## src/rtl/refsw_pkg.sv

```systemverilog
package refsw_pkg;

   typedef enum logic {
      SRC_PRIMARY = 1'b0,
      SRC_BACKUP  = 1'b1
   } src_e;

   typedef struct packed {
      logic lvl;
      logic rise;
      logic fall;
   } edge_t;

   localparam int NUM_REFS = 2;
   localparam int IDX_PRI  = 0;
   localparam int IDX_BAK  = 1;

endpackage

```

## src/rtl/refsw_sync.sv

```systemverilog
module refsw_sync
   import refsw_pkg::*;
#(
   parameter int STAGES = 2
) (
   input  logic  clk,
   input  logic  rst_n,
   input  logic  din,
   output edge_t ev
);

   generate
      if (STAGES < 2) begin : g_bad_stages
         $error("refsw_sync: STAGES must be at least 2");
      end
   endgenerate

   logic [STAGES-1:0] chain;
   logic              last;

   always_ff @(posedge clk or negedge rst_n) begin
      if (!rst_n) begin
         chain <= '0;
         last  <= 1'b0;
      end else begin
         chain <= {chain[STAGES-2:0], din};
         last  <= chain[STAGES-1];
      end
   end

   assign ev.lvl  = chain[STAGES-1];
   assign ev.rise = chain[STAGES-1] & ~last;
   assign ev.fall = ~chain[STAGES-1] & last;

endmodule

```

## src/rtl/refsw_monitor.sv

```systemverilog
module refsw_monitor #(
   parameter int LOSS_EDGES   = 2,
   parameter int RETURN_EDGES = 4
) (
   input  logic clk,
   input  logic rst_n,
   input  logic a_rise,
   input  logic a_fall,
   input  logic b_fall,
   output logic missing
);

   localparam int LW = $clog2(LOSS_EDGES + 1);
   localparam int RW = $clog2(RETURN_EDGES + 1);

   generate
      if (LOSS_EDGES < 1) begin : g_bad_loss
         $error("refsw_monitor: LOSS_EDGES must be at least 1");
      end
      if (RETURN_EDGES < 1) begin : g_bad_ret
         $error("refsw_monitor: RETURN_EDGES must be at least 1");
      end
   endgenerate

   logic [LW-1:0] loss_cnt;
   logic [LW-1:0] gap_cnt;
   logic [RW-1:0] ret_cnt;
   logic          missing_q;
   logic          a_edge;
   logic          armed;

   assign a_edge = a_rise | a_fall;

   always_ff @(posedge clk or negedge rst_n) begin
      if (!rst_n) begin
         loss_cnt  <= '0;
         gap_cnt   <= '0;
         ret_cnt   <= '0;
         missing_q <= 1'b0;
         armed     <= 1'b0;
      end else begin
         armed <= 1'b1;
         if (!missing_q) begin
            gap_cnt <= '0;
            ret_cnt <= '0;
            if (a_edge) begin
               loss_cnt <= '0;
            end else if (b_fall) begin
               if (loss_cnt == LW'(LOSS_EDGES - 1)) begin
                  missing_q <= 1'b1;
                  loss_cnt  <= '0;
               end else begin
                  loss_cnt <= loss_cnt + 1'b1;
               end
            end
         end else begin
            loss_cnt <= '0;
            if (a_rise) begin
               gap_cnt <= '0;
               if (ret_cnt == RW'(RETURN_EDGES - 1)) begin
                  missing_q <= 1'b0;
                  ret_cnt   <= '0;
               end else begin
                  ret_cnt <= ret_cnt + 1'b1;
               end
            end else if (b_fall) begin
               if (gap_cnt == LW'(LOSS_EDGES - 1)) begin
                  gap_cnt <= '0;
                  ret_cnt <= '0;
               end else begin
                  gap_cnt <= gap_cnt + 1'b1;
               end
            end
         end
      end
   end

   assign missing = missing_q;


   loss_on_bak_fall_chk: assert property (@(posedge clk) disable iff (!rst_n)
      armed && $rose(missing_q) |-> $past(b_fall));


   return_on_pri_rise_chk: assert property (@(posedge clk) disable iff (!rst_n)
      armed && $fell(missing_q) |-> $past(a_rise));

endmodule

```

## src/rtl/refsw_select.sv

```systemverilog
module refsw_select
   import refsw_pkg::*;
(
   input  logic clk,
   input  logic rst_n,
   input  logic cfg_auto,
   input  logic cfg_stay,
   input  logic man_sel,
   input  logic missing,
   input  logic b_rise,
   output src_e nxt,
   output src_e cur
);

   src_e sel_q;
   logic armed;

   always_comb begin
      if (!cfg_auto) begin
         nxt = man_sel ? SRC_BACKUP : SRC_PRIMARY;
      end else if (missing) begin
         nxt = b_rise ? SRC_BACKUP : sel_q;
      end else if (cfg_stay) begin
         nxt = sel_q;
      end else begin
         nxt = SRC_PRIMARY;
      end
   end

   always_ff @(posedge clk or negedge rst_n) begin
      if (!rst_n) begin
         sel_q <= SRC_PRIMARY;
         armed <= 1'b0;
      end else begin
         sel_q <= nxt;
         armed <= 1'b1;
      end
   end

   assign cur = sel_q;

   logic sel_bit;
   assign sel_bit = (sel_q == SRC_BACKUP);


   auto_switch_on_bak_rise_chk: assert property (@(posedge clk) disable iff (!rst_n)
      armed && cfg_auto && $past(cfg_auto) && $rose(sel_bit) |-> $past(b_rise));


   revert_when_present_chk: assert property (@(posedge clk) disable iff (!rst_n)
      armed && $past(cfg_auto && !cfg_stay && !missing) |-> !sel_bit);


   hold_keeps_backup_chk: assert property (@(posedge clk) disable iff (!rst_n)
      armed && $past(cfg_auto && cfg_stay) |-> !$fell(sel_bit));


   manual_follows_source_chk: assert property (@(posedge clk) disable iff (!rst_n)
      armed && $past(!cfg_auto) |-> sel_bit == $past(man_sel));

endmodule

```

## src/rtl/refsw_gate.sv

```systemverilog
module refsw_gate
   import refsw_pkg::*;
(
   input  logic clk,
   input  logic rst_n,
   input  logic deglitch_en,
   input  src_e nxt,
   input  src_e cur,
   input  logic a_lvl,
   input  logic a_rise,
   input  logic b_lvl,
   input  logic b_rise,
   output logic gated
);

   logic new_lvl;
   logic new_rise;
   logic swap;
   logic hold_q;
   logic out_q;
   logic armed;

   assign new_lvl  = (nxt == SRC_BACKUP) ? b_lvl  : a_lvl;
   assign new_rise = (nxt == SRC_BACKUP) ? b_rise : a_rise;
   assign swap     = (nxt != cur);

   always_ff @(posedge clk or negedge rst_n) begin
      if (!rst_n) begin
         hold_q <= 1'b0;
         out_q  <= 1'b0;
         armed  <= 1'b0;
      end else begin
         armed <= 1'b1;
         if (swap && deglitch_en) begin
            hold_q <= ~new_rise;
            out_q  <= new_rise;
         end else if (hold_q && deglitch_en) begin
            if (new_rise) begin
               hold_q <= 1'b0;
               out_q  <= 1'b1;
            end
         end else begin
            hold_q <= 1'b0;
            out_q  <= new_lvl;
         end
      end
   end

   assign gated = out_q;


   hold_forces_low_chk: assert property (@(posedge clk) disable iff (!rst_n)
      hold_q |-> !out_q);


   release_on_new_rise_chk: assert property (@(posedge clk) disable iff (!rst_n)
      armed && $rose(out_q) && $past(hold_q && deglitch_en) |-> $past(new_rise));

endmodule

```

## src/rtl/refclk_switch.sv

```systemverilog
module refclk_switch
   import refsw_pkg::*;
#(
   parameter int SYNC_STAGES  = 2,
   parameter int LOSS_EDGES   = 2,
   parameter int RETURN_EDGES = 4
) (
   input  logic clk,
   input  logic rst_n,
   input  logic pri_ref,
   input  logic bak_ref,
   input  logic auto_mode,
   input  logic hold_backup,
   input  logic deglitch_off,
   input  logic sel_reg,
   input  logic sel_pin,
   input  logic sel_pin_en,
   output logic ref_gated,
   output logic use_backup,
   output logic pri_lost
);

   generate
      if (SYNC_STAGES < 2) begin : g_bad_sync
         $error("refclk_switch: SYNC_STAGES must be at least 2");
      end
   endgenerate

   logic [NUM_REFS-1:0] raw;
   edge_t               ev [NUM_REFS];

   assign raw[IDX_PRI] = pri_ref;
   assign raw[IDX_BAK] = bak_ref;

   generate
      for (genvar k = 0; k < NUM_REFS; k++) begin : g_ref
         refsw_sync #(.STAGES(SYNC_STAGES)) u_sync (
            .clk   (clk),
            .rst_n (rst_n),
            .din   (raw[k]),
            .ev    (ev[k])
         );
      end
   endgenerate

   logic missing;
   logic man_sel;
   src_e nxt;
   src_e cur;

   assign man_sel = sel_pin_en ? sel_pin : sel_reg;

   refsw_monitor #(
      .LOSS_EDGES   (LOSS_EDGES),
      .RETURN_EDGES (RETURN_EDGES)
   ) u_mon (
      .clk     (clk),
      .rst_n   (rst_n),
      .a_rise  (ev[IDX_PRI].rise),
      .a_fall  (ev[IDX_PRI].fall),
      .b_fall  (ev[IDX_BAK].fall),
      .missing (missing)
   );

   refsw_select u_sel (
      .clk      (clk),
      .rst_n    (rst_n),
      .cfg_auto (auto_mode),
      .cfg_stay (hold_backup),
      .man_sel  (man_sel),
      .missing  (missing),
      .b_rise   (ev[IDX_BAK].rise),
      .nxt      (nxt),
      .cur      (cur)
   );

   refsw_gate u_gate (
      .clk         (clk),
      .rst_n       (rst_n),
      .deglitch_en (~deglitch_off),
      .nxt         (nxt),
      .cur         (cur),
      .a_lvl       (ev[IDX_PRI].lvl),
      .a_rise      (ev[IDX_PRI].rise),
      .b_lvl       (ev[IDX_BAK].lvl),
      .b_rise      (ev[IDX_BAK].rise),
      .gated       (ref_gated)
   );

   assign use_backup = (cur == SRC_BACKUP);
   assign pri_lost   = missing;

endmodule

```

## config.mk

```make
export PLATFORM = sky130hd
export DESIGN_NAME = refclk_switch
export DESIGN_NICKNAME = d
export VERILOG_FILES = /design/src/rtl/refsw_pkg.sv /design/src/rtl/refsw_sync.sv /design/src/rtl/refsw_monitor.sv /design/src/rtl/refsw_select.sv /design/src/rtl/refsw_gate.sv /design/src/rtl/refclk_switch.sv
export SDC_FILE = /design/constraint.sdc
export NUM_CORES = 1
export LEC_CHECK = 0
export CAP_MARGIN = 10
export CORE_MARGIN = 4
export CORE_UTILIZATION = 54
export DETAILED_ROUTE_END_ITERATION = 8
export GPL_ROUTABILITY_DRIVEN = 0
export HOLD_SLACK_MARGIN = 0.1
export PLACE_DENSITY = 0.92
export SLEW_MARGIN = 0
export SYNTH_ARGS = -nofsm -noshare
export SYNTH_HDL_FRONTEND = slang
export SYNTH_SLANG_ARGS = --single-unit
```

## constraint.sdc

```tcl
create_clock -name clk -period 4.3 [get_ports clk]
set_input_delay 0.645 -clock clk [delete_from_list [all_inputs] [get_ports clk]]
set_output_delay 0.645 -clock clk [all_outputs]
set_load 0.02 [all_outputs]
```

==> PnR_summary.wiki, run 1 <==
{| class="wikitable"
! Metric !! Value
|-
| Result of the run || complete, no violations
|-
| Number of max-cap violations || 0
|-
| Overall track demand over capacity in global routing || 19.2%
|-
| Unrepaired setup endpoints after global routing || no
|-
| Cell family with most CP delay || buffers and inverters
|-
| Combinational share of power || between 30% and 40%
|-
| Count of cells resized by post-cts repair || 0
|-
| Part of the total power dissipated in sequential elements || 50.0%
|-
| Core Area || about 0.0014 mm2
|-
| Drt wl/cell || 15.8 um
|-
| Area growth, synth to finish || 19.0%
|-
| CTS Root Cell || clkbuf_4
|-
| Number of antenna violations at the first check in global routing || 0
|-
| Clk_skew || between 0.0007 and 0.0008 ns
|-
| Final setup violation count || 0
|-
| Number of distinct library cells after synthesis || 38
|-
| Synthesized area divided by synthesized cell count || ~11 um2
|-
| Capturing element type of the critical path || output port
|-
| Arrival time of data at the critical path endpoint || around 1.5 ns
|-
| Dominant combinational cell family by area after synthesis || simple AND/OR/NAND/NOR gates
|-
| Total half-perimeter wirelength after legalization and detailed placement || about 1200 um
|-
| Library cell occupying the most area in the post-synthesis netlist || dfrtp_1
|-
| CP peak stage delay || 0.67 ns
|-
| Die height || roughly 47 um
|-
| Crit path required time || about 3.7 ns
|-
| Startpoint of the lowest-slack hold path || g_ref[0].u_sync.chain[0]
|-
| Wire length of the first global-routing pass || 2900 um
|-
| Highest clock frequency the design can meet || between 0.4 and 0.5 GHz
|-
| Number of DRC violations after detailed routing || 0
|-
| Total die area || approximately 0.0022 mm2
|-
| Fill cell count || 102
|-
| Cell area after technology mapping || approximately 830 um2
|-
| Power share of the clock group || between 20% and 30%
|-
| Critical path peak fanout || 11
|-
| IO buf count || 12
|-
| Post-synthesis compound-gate area fraction || ~18%
|-
| Power density normalized to cell area || between 400 and 500 mW/mm2
|-
| Maximum buffer depth of the clock tree || 2
|-
| End of the worst register-to-register path || u_mon.ret_cnt[0]
|-
| EDFF count, synth || 0
|-
| Horizontal die dimension || approximately 47 um
|-
| Total global routing overflow || 0
|-
| Worst min-delay path class || register to register
|-
| Final period util || 49.6%
|-
| Remaining number of nets flagged by the antenna check after routing || 0
|-
| Launching element type of the critical path || register
|-
| Max-slew headroom at the worst pin || 50.8%
|-
| Total design power || between 0.4 and 0.5 mW
|-
| Hold Vio Cnt, Final || 0
|-
| Worst r2r src || g_ref[1].u_sync.chain[1]
|-
| Cell internal pwr || around 0.28 mW
|-
| Sw frac || between 30% and 40%
|-
| Post-synthesis sequential area ratio || roughly half
|-
| Worst setup path category || register to output port
|-
| Xor/xnor share of the synthesized area || 2.11%
|-
| Cell at the slowest stage of the critical path || clkdlybuf4s50_1
|-
| Total vias in the final route || 641
|-
| Most used cells in the layout excluding fill and tap cells || dfrtp_1 (17), clkdlybuf4s50_1 (12), nor2_1 (5)
|-
| Most used flip-flop cell after synthesis || dfrtp_1
|-
| Leakage || ~0.44 nW
|-
| Number of iterations in the first detailed-routing pass || 4
|-
| 1st-iter DRT viols || 10
|-
| Setup slack, reg-to-reg || 2.73 ns
|-
| Post-CTS clock slew at the launch and capture registers of the worst setup and hold paths || ~0.09 ns
|-
| Number of levels in the clock H-tree || 1
|-
| Worst Hold End || g_ref[0].u_sync.chain[1]
|-
| Fraction of registers with async set or reset after synthesis || 100%
|-
| Top-Level Pins || 13
|-
| Most common cell after layout, fill and taps aside || dfrtp_1
|-
| Vias per inst || 6.10
|-
| Chain of cells forming the critical path || clkdlybuf4s50_1
|-
| Num rows || 13
|-
| Post-Synth Simple-Gate Area || approximately a fifth
|-
| Via count of the first global-routing pass || 674
|-
| Post-Route WL || 1660 um
|-
| Number of register bits inferred by synthesis || 17
|-
| Share of the synthesized area in the top cell type || about half
|-
| Starting Density || between 60% and 70%
|-
| Total of warnings raised by yosys || 0
|-
| Sink Count || 17
|-
| Net load switching power || approximately 0.13 mW
|-
| Max-slew violation total from the final report || 0
|-
| Reg2reg path depth || 4
|-
| Count of mapped cells out of synthesis || 76
|-
| Count of buffers added by post-CTS timing repair for setup || 0
|-
| Synth Net Count || 88
|-
| Adder-cell area share of the yosys netlist || 3.02%
|-
| Summed negative setup slack over all endpoints || 0 ns
|-
| Dominant cells by area after synthesis || dfrtp_1 (51%), ha_1 (3.0%), nor2b_1 (3.0%)
|-
| CTS tree || built
|-
| Fraction of synthesized area in multiplexers || ~4.4%
|-
| Util after Layout || between 70% and 80%
|-
| Max VDD drop || 334 uV
|-
| Min-Delay Path Depth || 0
|-
| Num CTS Buffers || 3
|-
| CP Buf/Inv Count || 1
|-
| Min Clock Period, post-route || between 2 and 2.5 ns
|-
| Maximum number of pins on one net before global-route repair || 18
|-
| Clock latency on the worst-skew pair || 0.29 ns
|-
| Worst slew pin tran || ~0.74 ns
|-
| Final net count || a little over 100
|-
| Antenna diode count || 0
|-
| Share of layout cells above drive strength 1 || approximately 7.8%
|-
| Hold buffer count at CTS || 0
|}
cells by family (layout without fill, tap and decap cells):
logic type | Yosys count | in the layout
DFF | 17 | 17
muxes | 3 | 3
xor gates and xnor gates | 2 | 2
AOI/OAI and AO/OA | 20 | 20
adders and majority gates | 2 | 2
and+or+nand+nor | 27 | 27
buffers and inverters | 5 | 19
flip-flops by register name, summed over array words and instances (netlist names):
name and flops:
g_ref.u_sync.last 2, g_ref.u_sync.chain 4, u_mon.loss_cnt 2, u_mon.gap_cnt 2
u_sel.cur 1, u_gate.hold_q 1, u_mon.missing 1, u_gate.gated 1
u_mon.ret_cnt 3
how the worst max path moves through the flow:
stage,slack [ns],startpoint,end,depth (start not counted)
after global placement,2.02,sel_pin_en,u_gate.gated,5
after floorplan,2.52,sel_pin_en,u_gate.gated,4
after detailed placement,1.99,sel_pin_en,u_gate.gated,5
after global routing,2.09,u_mon.missing,pri_lost,1
after CTS,2.18,u_mon.missing,pri_lost,1
final,2.17,u_mon.missing,pri_lost,1
cells in the mapped netlist (2+ instances only):
master,instances
dfrtp_1,17
nor2_1,5
a21oi_1,4
nor2b_1,4
inv_1,3
nand2_1,3
nand2b_1,3
o21a_1,3
o21ai_0,3
a2111oi_0,2
ha_1,2
power by group through the flow:
stage                     sequential, mW  combinational (mW)  clock [mW]
after floorplan                    0.208              0.0801           0
final                              0.208               0.125      0.0832
after CTS                          0.207               0.125      0.0835
after global placement             0.208               0.119           0
after global routing               0.213               0.137      0.0883
after detailed placement           0.210               0.124           0
through the flow:
step                hold slack (ns)  area, um2  worst slack (ns)  cells
floorplan                     0.331        830              2.52     76
global placement              0.333        960              2.02    101
detailed placement            0.339        960              1.99    101
CTS                           0.360        987              2.18    105
global route                  0.379        987              2.09    105
finish                        0.358        987              2.17    105
per-layer routing:
layer	up-vias	part of all wire (%)	track usage, %
li1	308	-	-
met1	306	43	24.1
met2	25	50	32.2
met3	2	5.7	4.60
met4	0	0.72	6.63
met5	-	0	0
cell type report:
type	instances	area [um2]	area share (%)
timing repair buffer	12	120	12.2
clock inverter	1	5.00	0.507
sequential	17	425	43.1
tap	15	18.8	1.90
inverter	3	11.3	1.14
multi-input combinational	54	384	38.9
clock buffer	3	22.5	2.28
(Power assumes the default switching activity.)
==> run 2, diff against run 1 <==
CORE_UTILIZATION = 51   (was 54)
PLACE_DENSITY = 0.88   (was 0.92)
clock period = 2.1 ns   (was 4.3 ns; I/O delays follow)
==> PnR_summary.wiki, run 2 (synthesis gave the netlist of run 1 again) <==
{| class="wikitable"
! Metric !! Value
|-
| Cell at the slowest stage of the critical path || clkdlybuf4s50_1
|-
| Leakage || around 0.45 nW
|-
| Clock latency on the worst-skew pair || slightly below 0.3 ns
|-
| Top-Level Pins || 13
|-
| Number of antenna violations at the first check in global routing || 0
|-
| Vias per inst || about 5.8
|-
| Summed negative setup slack over all endpoints || 0 ns
|-
| Util after Layout || between 60% and 70%
|-
| Leading registers by flop count || g_ref.u_sync.chain (4), u_mon.ret_cnt (3)
|-
| Maximum number of pins on one net before global-route repair || 18
|-
| Number of placed instances, taps included || approximately 100
|-
| Smallest hold slack || roughly 0.33 ns
|-
| Most used cells in the layout excluding fill and tap cells || dfrtp_1 (17), clkdlybuf4s50_1 (12), nor2_1 (5)
|-
| Cell area after placement || roughly 980 um2
|-
| Capturing element type of the critical path || output port
|-
| CTS Root Cell || clkbuf_4
|-
| Hold Vio Cnt, Final || 0
|-
| Largest Register || g_ref.u_sync.chain
|-
| Worst min-delay path class || input pin to async pin
|-
| Total vias in the final route || about 620
|-
| Clk_skew || around 0.0038 ns
|-
| Fill cell count || about 110
|-
| Share of layout cells above drive strength 1 || 9.78%
|-
| CP Buf/Inv Count || 1
|-
| Power density normalized to cell area || ~840 mW/mm2
|-
| Total die area || about 0.0023 mm2
|-
| Core Area || between 0.0015 and 0.002 mm2
|-
| Combinational share of power || between 20% and 30%
|-
| Hold buffer count at CTS || 0
|-
| Total design power || around 0.84 mW
|-
| Chain of cells forming the critical path || clkdlybuf4s50_1
|-
| Part of the total power dissipated in sequential elements || ~50%
|-
| Sink Count || 17
|-
| Net load switching power || between 0.2 and 0.3 mW
|-
| Horizontal die dimension || approximately 48 um
|-
| Highest clock frequency the design can meet || between 0.5 and 0.6 GHz
|-
| Max-slew headroom at the worst pin || ~73%
|-
| Result of the run || complete, no violations
|-
| Final setup violation count || 0
|-
| Unrepaired setup endpoints after global routing || no
|-
| Post-Route WL || 1490 um
|-
| Final net count || around 110
|-
| Starting Density || between 50% and 60%
|-
| Num rows || 14
|-
| Total global routing overflow || 0
|-
| Count of cells resized by post-cts repair || 0
|-
| Number of max-cap violations || 0
|-
| Number of DRC violations after detailed routing || 0
|-
| Final period util || 85.4%
|-
| Die height || 48.3 um
|-
| Critical path peak fanout || 11
|-
| IO buf count || 12
|-
| Min Clock Period, post-route || approximately 1.8 ns
|-
| Max-slew violation total from the final report || 0
|-
| Largest register FFs || 4
|-
| Wire length of the first global-routing pass || between 2000 and 3000 um
|-
| Max VDD drop || 536 uV
|-
| Launching element type of the critical path || register
|-
| Number of levels in the clock H-tree || 1
|-
| Maximum buffer depth of the clock tree || 2
|-
| Most common cell after layout, fill and taps aside || dfrtp_1
|-
| CP peak stage delay || 0.67 ns
|-
| Number of iterations in the first detailed-routing pass || 4
|-
| Cell internal pwr || slightly below 0.6 mW
|-
| Cell family with most CP delay || buffers and inverters
|-
| Drt wl/cell || 13.8 um
|-
| Post-CTS clock slew at the launch and capture registers of the worst setup and hold paths || around 0.090 ns
|-
| Via count of the first global-routing pass || around 630
|-
| Total half-perimeter wirelength after legalization and detailed placement || approximately 1100 um
|-
| Final instance area || between 0.001 and 0.0015 mm2
|-
| Remaining number of nets flagged by the antenna check after routing || 0
|-
| Worst setup path category || register to output port
|-
| Overall track demand over capacity in global routing || approximately 14%
|-
| Setup slack, reg-to-reg || 0.58 ns
|-
| Worst slew pin tran || between 0.3 and 0.4 ns
|-
| Antenna diode count || 0
|-
| CTS tree || built
|-
| Count of buffers added by post-CTS timing repair for setup || 0
|-
| Count of placed standard cells in the final layout, fillers left out || around 110
|-
| Area growth, synth to finish || 21.0%
|-
| 1st-iter DRT viols || 23
|-
| Num CTS Buffers || 3
|-
| Sw frac || 31.4%
|-
| Arrival time of data at the critical path endpoint || about 1.5 ns
|-
| Power share of the clock group || between 10% and 20%
|-
| Place WS || 0.108 ns
|-
| Crit path required time || ~1.8 ns
|-
| Least setup slack across all paths after layout || between 0.3 and 0.4 ns
|}
==> run 2: cell types whose count changed in the layout (fill, tap and decap cells not counted) <==
cell | previous run | this run
buf_4 | 0 | 2
==> run 2: final timing paths <==
check                                         startpoint                  endpoint  cells after the start
worst max register to register                 u_sel.cur              u_gate.gated                      4
worst min register to register  g_ref[1].u_sync.chain[0]  g_ref[1].u_sync.chain[1]                      0
max in group asynchronous                          rst_n  g_ref[0].u_sync.chain[1]                      2
worst min-delay path                               rst_n             u_mon.missing                      2
min in group clk                g_ref[1].u_sync.chain[0]  g_ref[1].u_sync.chain[1]                      0
worst max-delay path                       u_mon.missing                  pri_lost                      1
==> run 2: layer usage <==
| metal | vias up | global-route usage [%] | share of wire (%) |
|---|---|---|---|
| met3 | 5 | 3.99 | 7.0 |
| met1 | 287 | 14.9 | 43 |
| met4 | 0 | 9.68 | 2.7 |
| met2 | 20 | 22.8 | 48 |
| li1 | 311 | - | - |
| met5 | - | 0 | 0 |
==> run 2: power by group through the flow <==
stage | combinational (mW) | sequential (mW) | clock, mW
6_report | 0.251 | 0.426 | 0.168
4_1_cts | 0.253 | 0.426 | 0.175
3_3_place_gp | 0.245 | 0.427 | 0
3_5_place_dp | 0.252 | 0.433 | 0
2_1_floorplan | 0.164 | 0.426 | 0
5_1_grt | 0.277 | 0.436 | 0.186
==> run 2: area by class of cell <==
| class | count | area, um2 | area share [%] |
|---|---|---|---|
| tap | 16 | 20.0 | 2.00 |
| sequential | 17 | 425 | 42.4 |
| clock buffer | 3 | 22.5 | 2.24 |
| timing repair buffer | 14 | 135 | 13.5 |
| inverter | 3 | 11.3 | 1.12 |
| multi-input combinational | 54 | 384 | 38.3 |
| clock inverter | 1 | 5.00 | 0.499 |
